### config.mk
export PLATFORM = sky130hd
export DESIGN_NAME = irreg_jk_counter
export DESIGN_NICKNAME = d
export VERILOG_FILES = /design/src/rtl/jkc_pkg.sv /design/src/rtl/jk_cell.sv /design/src/rtl/jkc_excite.sv /design/src/rtl/irreg_jk_counter.sv
export SDC_FILE = /design/constraint.sdc
export NUM_CORES = 1
export LEC_CHECK = 0
export BUFFER_PORTS_ARGS = -buffer_cell sky130_fd_sc_hd__buf_2
export CAP_MARGIN = 0
export CELL_PAD_IN_SITES_DETAIL_PLACEMENT = 1
export CELL_PAD_IN_SITES_GLOBAL_PLACEMENT = 2
export CORE_AREA = 2 2 39 41
export DETAILED_ROUTE_END_ITERATION = 16
export DIE_AREA = 0 0 41 43
export MAX_ROUTING_LAYER = met4
export PLACE_DENSITY = 0.6
export SETUP_SLACK_MARGIN = 0.3
export SYNTH_ARGS = -nofsm -noshare
export SYNTH_HDL_FRONTEND = slang
export SYNTH_HIERARCHICAL = 1
export SYNTH_SLANG_ARGS = --single-unit
### constraint.sdc
create_clock -name clk -period 1.88 [get_ports clk]
set_input_delay 0.188 -clock clk [delete_from_list [all_inputs] [get_ports clk]]
set_output_delay 0.188 -clock clk [all_outputs]
set_load 0.02 [all_outputs]
### src/rtl/jkc_pkg.sv
// Package: shared width and state type for the irregular JK counter.
// Assumes a 3-bit state; the excitation equations are specific to that width.
package jkc_pkg;
    localparam int STATE_W = 3;
    localparam int NUM_CODES = 1 << STATE_W;
    typedef logic [STATE_W-1:0] state_t;
endpackage

### src/rtl/jk_cell.sv
// JK storage cell: one bit of state that updates on the rising clock edge.
// Synchronous active-low reset loads INIT. Assumes j and k are settled before the edge.
module jk_cell #(
    parameter logic INIT = 1'b0
) (
    input  logic clk,
    input  logic rst_n,
    input  logic j,
    input  logic k,
    output logic q
);
    // Update the bit according to the JK rule, or load INIT on reset.
    always_ff @(posedge clk) begin
        if (!rst_n) begin
            q <= INIT;
        end else begin
            case ({j, k})
                2'b00:   q <= q;
                2'b01:   q <= 1'b0;
                2'b10:   q <= 1'b1;
                default: q <= ~q;
            endcase
        end
    end


    jk_hold_chk: assert property (@(posedge clk) disable iff (!rst_n)
        (!j && !k) |=> (q == $past(q)));

    jk_clear_chk: assert property (@(posedge clk) disable iff (!rst_n)
        (!j && k) |=> (q == 1'b0));

    jk_set_chk: assert property (@(posedge clk) disable iff (!rst_n)
        (j && !k) |=> (q == 1'b1));

    jk_toggle_chk: assert property (@(posedge clk) disable iff (!rst_n)
        (j && k) |=> (q != $past(q)));
endmodule

### src/rtl/jkc_excite.sv
// Excitation logic: derives J/K for each bit from the present state.
// The resolved mapping is 0->3->5->7->6->0, with 1->3, 2->3 and 4->5.
// Assumes en low must leave all cells in hold (J=K=0).
module jkc_excite
    import jkc_pkg::*;
(
    input  state_t cur,
    input  logic   en,
    output state_t j,
    output state_t k
);
    state_t j_raw, k_raw;

    // Simplified per-bit equations, derived from the excitation table.
    always_comb begin
        j_raw[0] = ~(cur[2] & cur[1]);
        k_raw[0] =   cur[2] & cur[1];
        j_raw[1] = ~cur[2] | cur[0];
        k_raw[1] =  cur[2] ^ cur[0];
        j_raw[2] =  cur[1] & cur[0];
        k_raw[2] =  cur[1] & ~cur[0];
    end

    // Gate with enable so that a disabled counter holds every bit.
    always_comb begin
        j = en ? j_raw : '0;
        k = en ? k_raw : '0;
    end
endmodule

### src/rtl/irreg_jk_counter.sv
// Top level: a 3-bit counter on the loop 0,3,5,7,6 built from JK cells.
// Synchronous active-low reset loads RST_STATE. en gates the stepping.
// Assumes one clock domain; all cells share one edge.
module irreg_jk_counter
    import jkc_pkg::*;
#(
    parameter logic [2:0] RST_STATE = 3'd0
) (
    input  logic       clk,
    input  logic       rst_n,
    input  logic       en,
    output logic [2:0] count
);
    state_t st, jv, kv;

    jkc_excite u_excite (
        .cur (st),
        .en  (en),
        .j   (jv),
        .k   (kv)
    );

    // One JK cell per state bit, each with its own reset value.
    for (genvar b = 0; b < STATE_W; b++) begin : g_bit
        jk_cell #(.INIT(RST_STATE[b])) u_cell (
            .clk   (clk),
            .rst_n (rst_n),
            .j     (jv[b]),
            .k     (kv[b]),
            .q     (st[b])
        );
    end

    // Drive the output straight from the state.
    always_comb count = st;


    reset_load_chk: assert property (@(posedge clk)
        (!rst_n) |=> (count == RST_STATE));

    hold_when_off_chk: assert property (@(posedge clk) disable iff (!rst_n)
        (!en) |=> $stable(count));

    step_0_chk: assert property (@(posedge clk) disable iff (!rst_n)
        (en && count == 3'd0) |=> (count == 3'd3));

    step_3_chk: assert property (@(posedge clk) disable iff (!rst_n)
        (en && count == 3'd3) |=> (count == 3'd5));

    step_5_chk: assert property (@(posedge clk) disable iff (!rst_n)
        (en && count == 3'd5) |=> (count == 3'd7));

    step_7_chk: assert property (@(posedge clk) disable iff (!rst_n)
        (en && count == 3'd7) |=> (count == 3'd6));

    step_6_chk: assert property (@(posedge clk) disable iff (!rst_n)
        (en && count == 3'd6) |=> (count == 3'd0));

    unused_1_chk: assert property (@(posedge clk) disable iff (!rst_n)
        (en && count == 3'd1) |=> (count == 3'd3));

    unused_2_chk: assert property (@(posedge clk) disable iff (!rst_n)
        (en && count == 3'd2) |=> (count == 3'd3));

    unused_4_chk: assert property (@(posedge clk) disable iff (!rst_n)
        (en && count == 3'd4) |=> (count == 3'd5));

    stay_in_loop_chk: assert property (@(posedge clk) disable iff (!rst_n)
        (count != 3'd1 && count != 3'd2 && count != 3'd4)
        |=> (count != 3'd1 && count != 3'd2 && count != 3'd4));
endmodule

# Word level (Yosys, flattened, before mapping)
# Index checks and enable logic that the tools add are counted.
[word_totals]
wordCells = 26
input_bits = 3
output_inout_bits = 3
regBits = 3
[op_classes]
eq_ne = 6
bitwise = 9
reduce_logical = 3
mux = 5
[op_table]
columns = ["operator", "count"]
rows = [
  ["$pmux 1 s3", 3],
  ["$eq 2x1->1 const B", 3],
  ["$eq 2x2->1 const B", 3],
  ["$logic_not 2->1", 3],
  ["$mux 3", 2],
  ["$not 1->1", 4],
  ["$and 1x1->1", 3],
  ["$or 1x1->1", 1],
  ["$xor 1x1->1", 1],
]

# Logic depth before layout (Yosys ltp)
[depth]
ltp_word = 5
ltp_mapped = 7
ltp_nobuf = 7

# By module
# The synthesis kept the hierarchy.
[modules_own_cells]
columns = ["mod", "n_inst", "area_each_um2", "seq_area_each_um2", "cells_per_inst"]
rows = [
  ["jk_cell", 3, 80.1, 20.0, 10],
  ["jkc_excite", 1, 57.6, 0.0, 8],
]

# Worst setup path after synthesis
# OpenSTA, ideal clock, no wires.
[synth_timing]
kind = "reg-to-reg"
start = "register g_bit[0].u_cell.q"
end = "register g_bit[1].u_cell.q"
setup_time_ns = 0.074
slack_ns = 0.125
path_stages_with_launch = 8
required_time_ns = 1.806
synth_period_minus_slack_ns = 1.755
n_path_buf = 0
arrival_ns = 1.681
path_cell_list = "dfxtp_1 > inv_1 > ha_1 > nor2b_1 > inv_1 > ha_1 > or3_1 > a31oi_1"
[synth_between]
elab_chain_len = 4
elab_cells_between_ends = 8
cone_classes = "eq/ne (2); mux (3); bitwise (2); reduce/logical (1)"
[synth_rtl]
columns = ["item", "line", "source"]
rows = [
  ["start, declared", "jk_cell.sv:10", "output logic q"],
  ["start signal, assigned", "jk_cell.sv:18", "2'b00: q <= q;"],
  ["start signal, assigned", "jk_cell.sv:21", "default: q <= ~q;"],
  ["$xor 1x1->1 *", "jkc_excite.sv:19", "k_raw[1] = cur[2] ^ cur[0];"],
  ["$mux 3 *", "jkc_excite.sv:27", "k = en ? k_raw : '0;"],
  ["named net kv[1]", "irreg_jk_counter.sv:14", "state_t st, jv, kv;"],
  ["$eq 2x2->1, or another cell as far along", "jk_cell.sv:17", "case ({j, k})"],
  ["$pmux 1 s3", "jk_cell.sv:17", ""],
  ["end signal, assigned", "jk_cell.sv:18", ""],
  ["end signal, assigned", "jk_cell.sv:21", ""],
  ["end, declared", "jk_cell.sv:10", ""],
]
# Mark *: on every way through the listed nets, which the timed path passes. The rest lies on a longest branch.
# A chain may end at the register's enable or synchronous reset.

# Worst setup path in the final report
[layout_timing]
start = "register g_bit[2].u_cell.q"
end = "register g_bit[0].u_cell.q"
[layout_between]
elab_cells_between_ends = 8
cone_classes = "eq/ne (2); mux (3); bitwise (2); reduce/logical (1)"
[layout_rtl]
columns = ["item", "line", "source"]
rows = [
  ["start, declared", "jk_cell.sv:10", ""],
  ["start signal, assigned", "jk_cell.sv:18", ""],
  ["start signal, assigned", "jk_cell.sv:21", ""],
  ["$and 1x1->1 *", "jkc_excite.sv:17", "k_raw[0] = cur[2] & cur[1];"],
  ["$mux 3 *", "jkc_excite.sv:27", ""],
  ["named net kv[0]", "irreg_jk_counter.sv:14", ""],
  ["$eq 2x2->1, or another cell as far along", "jk_cell.sv:17", ""],
  ["$pmux 1 s3", "jk_cell.sv:17", ""],
]
# Marked as above.

==> impl_metrics.toml <==
[critical_path]
worstSetupStartpoint = "g_bit[2].u_cell/q"
cp.required_ns = 2.02
crit_fanout = 6
cp-start-kind = "register"
critPathBufInv = 1
cp_slowest_cell = "dfxtp_4"
critPathKind = "register to register"
cp_top_family = "simple AND/OR/NAND/NOR gates"
end_kind = "register"
r2r_start = "g_bit[2].u_cell/q"
path_cells = "and3_1 > inv_1 > ha_1 > or3_1 > a31oi_1"
max_stage_delay_ns = 0.39
cp.arrival_ns = 1.70

[clocking]
hold_buffers = 0
clockBufferDepth = 2
clock-sinks = 3
cts_tree = "built"
insertion_delay_ns = 0.24
htreeDepth = 1
cts_inserted_buffers = 3
cts-root-buf = "clkbuf_4"
clkTransAtPathRegs_ns = 0.04

[sta]
rsz0062_at_grt = "yes"
relSlewSlack_pct = 87.5
finalClockSkew_ns = 0.00178
final.period_utilization_pct = 82.9
fmax_mhz = 642
fin_crit_ns = 1.56
drv_slew = 0
fin_tns_setup_ns = 0
hold_viol = 0
worst_pin_slew_ns = 0.186
finalSetupViolations = 0

[yosys]
yosysTopAreaCellShare_pct = 29.4
syn_inst = 38
synth-edff-count = 0
synthArstFlopShare_pct = 0
syn-num-nets = 48
yosysMostFrequentCell = "inv_1"
yosys_register_bits = 3
synth_area_leader_cell = "ha_1"
seq_area_frac_synth_pct = 20.2
netlist_area_um2 = 298
yosys_warnings = 6
avgSynthCellArea_um2 = 7.84
synth_common_cells = "inv_1, ha_1"
synthDistinctLibCells = 11
ys.flop_type = "dfxtp_1"
synth_top_cells_by_area = "ha_1, dfxtp_1, inv_1"

[die]
dieArea_mm2 = 0.00176
std_cell_rows = 14
die_w_um = 41
ios = 6
coreArea_mm2 = 0.00138
initial_core_util_pct = 21.5
die_h_um = 43

[place]
gp_congestion = 0.564
dp.cells = 59
place_area_um2 = 363
io_buffers = 5
dpl.hpwl_um = 570

[global_routing]
grt_pass1_wl_um = 1190
globalRouteTotalUtil_pct = 10.7
grt_pass1_vias = 308
grt_start_max_net_pins = 8
overflow = 0
antenna_found_initial = 0

[status]
status = "complete, no violations"

[finish]
nNetsFinal = 59
largest_register_ffs = 3
layout-drive-gt1-share_pct = 35.4
regMostFlops = "g_bit.u_cell/q"
reg_top3 = "g_bit.u_cell/q x3"
n_antenna_cell = 0
fin_cells = 64
final_util_pct = 30.1
syn_to_final_growth_pct = 39.9
postLayoutCellArea_um2 = 417

[routing]
num_vias = 285
route.detailed.drc = 0
dr.first_iter.drc_count = 0
drtAntennaViolNets = 0
wire_per_inst_um = 12.5
wl_um = 799
routed_via_density = 4.45
first_pass_iters = 1

[power]
power_density_mw_per_mm2 = 728
ir_drop_mv = 0.184
total_leakage_power_nw = 0.193

[run]
drv_cap = 0

[worst_hold_path]
worst_hold_path_type = "input pin to register"
hold_start = "rst_n"
==> cell families (layout without fill, tap and decap cells) <==
family | after synthesis | after routing | synth area share, %
compound gates | 4 | 4 | 8.83
buf+inv | 10 | 20 | 12.6
simple gates | 14 | 14 | 29.0
fa+ha+maj | 7 | 7 | 29.4
flops | 3 | 3 | 20.2
==> worst paths after layout <==
check / endpoint / slack [ns] / cells after the start
worst max-delay path: g_bit[0].u_cell/q / 0.32 / 5
worst min-delay path: g_bit[2].u_cell/q / 0.18 / 3
worst max register to register: g_bit[0].u_cell/q / 0.32 / 5
worst min register to register: g_bit[1].u_cell/q / 0.51 / 2
==> final cells by class <==
class | count | area, um2
Inverter | 10 | 37.5
Sequential cell | 3 | 68.8
Multi-Input combinational cell | 25 | 231
Fill cell | 175 | 967
Clock buffer | 4 | 26.3
Timing Repair Buffer | 6 | 32.5
Tap cell | 16 | 20.0
==> through the flow <==
step	hold slack, ns	total power, mW	worst slack, ns
global route	0.187	0.330	0.267
global placement	0.426	0.162	0.285
detailed placement	0.430	0.168	0.277
floorplan	0.288	0.141	0.302
CTS	0.174	0.302	0.288
finish	0.180	0.303	0.322
==> routing by layer <==
layer | global-route usage, % | vias up | share of wire (%)
met5 | - | - | 0
met4 | 8.00 | 0 | 0
met3 | 1.57 | 0 | 3.4
met2 | 16.6 | 6 | 54
met1 | 11.5 | 135 | 42
li1 | - | 144 | -
==> report_power, final <==
group	switching, mW	internal, mW	total [mW]
Combinational	0.0485	0.0440	0.0925
Sequential	0.0151	0.0740	0.0891
Clock	0.0415	0.0801	0.122
==> layout by cell type, fill, tap and decap left out, types with 2 or more instances in the layout <==
| cell | Yosys | layout |
|---|---|---|
| nand2_1 | 3 | 3 |
| and3_1 | 2 | 2 |
| ha_4 | 0 | 2 |
| inv_1 | 10 | 9 |
| a31oi_1 | 3 | 3 |
| nand3b_1 | 3 | 3 |
| dfxtp_4 | 0 | 2 |
| clkbuf_4 | 0 | 3 |
| buf_2 | 0 | 5 |
| or3_1 | 3 | 3 |
| ha_1 | 7 | 5 |
==> worst min-delay path, cell delays in order <==
cell and delay (ns):
buf_2 0.11, inv_1 0.05, a31oi_1 0.03
==> repair_timing <==
item	4_1_cts	5_1_grt
resized for setup	3	1
setup endpoints to repair	2	1
setup buffers	0	1
pin swaps	1	2
No activity file was read; power rests on OpenSTA's default activity.
